<file path="config.mk">
export PLATFORM = sky130hd
export DESIGN_NAME = tpr_gate
export DESIGN_NICKNAME = d
export VERILOG_FILES = /design/src/rtl/tpr_gate.sv
export SDC_FILE = /design/constraint.sdc
export NUM_CORES = 1
export LEC_CHECK = 0
export CAP_MARGIN = 40
export CORE_AREA = 2 2 67 76
export CTS_BUF_LIST = sky130_fd_sc_hd__clkbuf_16
export DETAILED_ROUTE_END_ITERATION = 7
export DIE_AREA = 0 0 69 78
export PLACE_DENSITY = 0.86
export SETUP_SLACK_MARGIN = 0.3
export SYNTH_ARGS = -nofsm -noshare
export SYNTH_HDL_FRONTEND = slang
export SYNTH_SLANG_ARGS = --single-unit
</file>
<file path="constraint.sdc">
create_clock -name clk -period 2.2 [get_ports clk]
set_input_delay 0.44 -clock clk [delete_from_list [all_inputs] [get_ports clk]]
set_output_delay 0.44 -clock clk [all_outputs]
set_load 0.01 [all_outputs]
</file>
<file path="src/rtl/tpr_gate.sv">
module tpr_gate #(
  parameter int DATA_W  = 64,
  parameter int VEC_W   = 8,
  parameter int CLASS_W = 4,
  parameter int PL_W    = 2
) (
  input  logic              clk,
  input  logic              rst_n,
  input  logic              vec_valid,
  input  logic [VEC_W-1:0]  vec_num,
  output logic              irq_req,
  output logic [VEC_W-1:0]  irq_vec,
  input  logic              reg_wr,
  input  logic              reg_rd,
  input  logic [DATA_W-1:0] reg_wdata,
  input  logic [PL_W-1:0]   cur_pl,
  output logic [DATA_W-1:0] reg_rdata,
  output logic              gp_fault
);
  localparam int RSV_W = DATA_W - CLASS_W;

  logic [CLASS_W-1:0] thr;
  logic [CLASS_W-1:0] vec_class;

  assign vec_class = vec_num[VEC_W-1 -: CLASS_W];

  wire priv_ok   = (cur_pl == '0);
  wire rsv_clean = (reg_wdata[DATA_W-1:CLASS_W] == '0);
  wire wr_ok     = reg_wr && priv_ok && rsv_clean;
  wire rd_ok     = reg_rd && priv_ok;
  wire fault_now = ((reg_wr || reg_rd) && !priv_ok) || (reg_wr && priv_ok && !rsv_clean);

  always_ff @(posedge clk) begin
    if (!rst_n) begin
      thr       <= '0;
      reg_rdata <= '0;
      gp_fault  <= 1'b0;
    end else begin
      if (wr_ok) thr <= reg_wdata[CLASS_W-1:0];
      reg_rdata <= rd_ok ? {{RSV_W{1'b0}}, thr} : '0;
      gp_fault  <= fault_now;
    end
  end

  assign irq_req = vec_valid && (vec_class > thr);
  assign irq_vec = irq_req ? vec_num : '0;


  property class0_blocked_p;
    @(posedge clk) disable iff (!rst_n) irq_req |-> (vec_num[VEC_W-1 -: CLASS_W] != '0);
  endproperty
  class0_blocked_chk: assert property (class0_blocked_p);


  property thr_update_p;
    @(posedge clk) disable iff (!rst_n) (thr != $past(thr)) |-> $past(reg_wr && cur_pl == '0);
  endproperty
  thr_update_chk: assert property (thr_update_p);


  property fault_hold_p;
    @(posedge clk) disable iff (!rst_n) gp_fault |-> ($stable(thr) && reg_rdata == '0);
  endproperty
  fault_hold_chk: assert property (fault_hold_p);


  property fault_cause_p;
    @(posedge clk) disable iff (!rst_n) gp_fault |-> $past(reg_wr || reg_rd);
  endproperty
  fault_cause_chk: assert property (fault_cause_p);


  property rdata_rsv_p;
    @(posedge clk) disable iff (!rst_n) reg_rdata[DATA_W-1:CLASS_W] == '0;
  endproperty
  rdata_rsv_chk: assert property (rdata_rsv_p);


  property irq_vec_p;
    @(posedge clk) disable iff (!rst_n) !irq_req |-> (irq_vec == '0);
  endproperty
  irq_vec_chk: assert property (irq_vec_p);
endmodule

</file>
==> summary.md <==
| Metric | Value |
|---|---|
| Num Clock Sinks | `9` |
| Post-synthesis cell count | `136` |
| HPWL reported at the end of detailed placement | `3058 µm` |
| Top-count cell post-synth | `buf_4` |
| H-tree depth | `1` |
| Worst hold path class | `reg2reg` |
| Setup crit end kind | `output port` |
| Initial core utilization | `23.65%` |
| Total grt overflow | `0` |
| Synth area leader | `buf_4` |
| Cell Area, Synth | `1077 µm²` |
| Fraction of layout cells with a size suffix above 1 | `22.27%` |
| Fin. max-slew vios | `0` |
| Critical path's slowest cell | `dfxtp_2` |
| WHS Path Cells | `2` |
| Row cnt | `26` |
| Synth top area share | `41.81%` |
| DR vias/cell | `4.068` |
| Core area | `4554 µm²` |
| DRC viols | `0` |
| Failing checks | `negative setup slack` |
| Via count | `1196` |
| Fill cells | `423` |
| Area delta synth->final | `101.0%` |
| Commonest cells post-synth | `buf_4 (60), and2_1 (12), nor4_1 (11), dfxtp_1 (9), nand2_1 (9)` |
| Hold Path Sink | `thr[0]` |
| Tcrit/Tclk final | `101.4%` |
| Clk pin slew, worst setup/hold paths | `0.04 ns` |
| Terminus of the critical flop-to-flop path | `thr[1]` |
| Hold buffer count at CTS | `0` |
| Synth top area cells | `buf_4 (42%), dfxtp_1 (17%), and2_1 (7.0%), nor4_1 (6.4%), nor4_2 (5.8%)` |
| # Max-Cap Violations | `0` |
| Final ANT Viol Nets | `0` |
| Hold Vio Cnt, Final | `0` |
| Via count of the first global-routing pass | `1143` |
| First-pass GRT wire length | `5444 µm` |
| WL per Instance | `13.52 µm` |
| Die Y-Extent | `78 µm` |
| CTS tree | `done` |
| P per Cell Area | `352.0 nW/µm²` |
| Worst-Skew Late Latency | `0.23 ns` |
| Die Area | `5382 µm²` |
| DRT Pass-1 Iters | `4` |
| CP Class | `reg2out` |
| WHS | `0.4732 ns` |
| Die Span X | `69 µm` |
| RSZ-0062 raised after global routing | `yes` |
| Status | `finished with violations` |
| R2R Setup Slk | `1.49 ns` |
| Ys async rst share | `0%` |
| Routed wl met3 | `489 µm` |
| Clock Skew | `0.001042 ns` |
| Final Critical Period | `2.232 ns` |
| Setup TNS | `-0.06855 ns` |
| Prevailing post-synth register cell | `dfxtp_1` |
| Seq/Total Area, Yosys | `16.72%` |
| Worst Path Required | `1.76 ns` |
| Static Leak | `1.156 nW` |
| Worst Path Arrival | `1.79 ns` |
| Drt total wl | `3976 µm` |
| Syn avg cell area | `7.921 µm²` |
| First DRT Iteration DRCs | `38` |
| Antenna Diode Count | `0` |
| Largest net degree at the start of global routing | `11` |
| Post-synth EDFFs | `0` |
| Met1 WL | `1201 µm` |
| Worst reg-to-reg path cell count | `3` |
| Root buf cell | `clkbuf_16` |
| Top Ports | `153` |
| Yosys warning count | `0` |
| IO Port Bufs | `92` |
| Peak supply drop | `0.0001803 V` |
| Flops & latches, synth | `9` |
| GPL Wtd Cong | `0.8530` |
| Worst setup margin | `-0.03173 ns` |
| Highest metal layer with signal wires | `met4` |
| GRT Util Overall | `13.15%` |
| # setup viols final | `3` |
| Crit-path cells | `inv_2, ha_4, nor2b_1, o21a_1, o21ai_4, a21oi_2, buf_4, and2_4, buf_6` |
| WL met2 | `2095 µm` |
| CTS max path bufs | `2` |
| Min-delay src | `thr[0]` |
| Max incr delay on CP | `0.33 ns` |
| Yosys cell types | `22` |
| Max FO, Critical Path | `3` |
| Crit start category | `register` |
| Peak Freq | `448.1 MHz` |
| Reg2Reg Launch Point | `thr[1]` |
| Final nets | `322` |
| CTS Buf Count | `3` |
| Initial antenna violation count | `0` |
[how the worst max path moves through the flow]
stage               start         end  cells past startpoint
2_1_floorplan  vec_num[5]  irq_vec[7]                      6
3_3_place_gp   vec_num[5]  irq_vec[6]                      8
3_5_place_dp   vec_num[5]  irq_vec[0]                      8
4_1_cts            thr[1]  irq_vec[2]                      9
5_1_grt            thr[1]  irq_vec[2]                      9
6_report           thr[1]  irq_vec[2]                      9
[metal layers]
layer	global-route usage, %	vias to the layer above
li1	-	544
met1	12.61	524
met2	23.56	112
met3	4.156	16
met4	9.412	0
met5	0	-
[sequential cells by signal (all words and copies together) (netlist names)]
register and flops:
gp_fault 1, thr 4, reg_rdata 4
[power by group]
group          internal, mW  switching (mW)  total (mW)
Combinational         0.159           0.121       0.280
Clock                 0.237          0.0792       0.317
Sequential            0.165        0.000331       0.166
Total                 0.562           0.201       0.762
[worst max-delay path, delay by kind of cell, from the launching register on]
family / cells / cell delay, ns
buffers and inverters: 3 / 0.29
AOI/OAI and AO/OA: 3 / 0.45
DFF: 1 / 0.33
and+or+nand+nor: 2 / 0.27
adders and majority gates: 1 / 0.20
[cell usage in the layout, fill, tap and decap left out, drive strengths merged, types with 6 or more instances in the layout]
cell type      count
dlygate4sd2        6
nand2             10
nor4              16
dfxtp              9
and2              12
inv                6
dlymetal6s2s      26
buf               17
conb              60
clkdlybuf4s50     49
[per-stage QoR]
step | cell area (µm²) | power, mW | setup WS [ns] | cells | util, %
4_1_cts | 2031 | 0.7555 | -0.1023 | 294 | 44.59
3_5_place_dp | 1906 | 0.4310 | -0.7227 | 287 | 41.84
2_1_floorplan | 1331 | 0.3343 | 0.3007 | 195 | -
5_1_grt | 2166 | 0.7939 | -0.08491 | 294 | 47.55
6_report | 2166 | 0.7624 | -0.03173 | 294 | 47.55
3_3_place_gp | 1906 | 0.4273 | -0.6523 | 287 | 41.84
[layout make-up]
class	instances	area, µm²	area share (%)
Clock buffer	3	75.07	3.466
Inverter	5	18.77	0.8666
Clock inverter	1	3.754	0.1733
Timing Repair Buffer	99	1026	47.37
Tap cell	56	70.07	3.235
Sequential cell	9	181.4	8.377
Multi-Input combinational cell	121	790.8	36.51
[kinds of logic after synthesis]
kind of cell / synth area share, %
muxes: 3.717
and+or+nand+nor: 27.88
other: 0.3481
adders and majority gates: 4.646
AOI/OAI and AO/OA: 2.787
buffers and inverters: 43.90
DFF: 16.72
[timing repair]
| action | in CTS | in global routing |
|---|---|---|
| setup endpoints to repair | 13 | 14 |
| buffers inserted | 2 | 0 |
| resized for setup | 62 | 38 |
| cloned | 1 | 0 |
| pin swaps | 23 | 28 |
No activity file was read; power rests on OpenSTA's default activity.
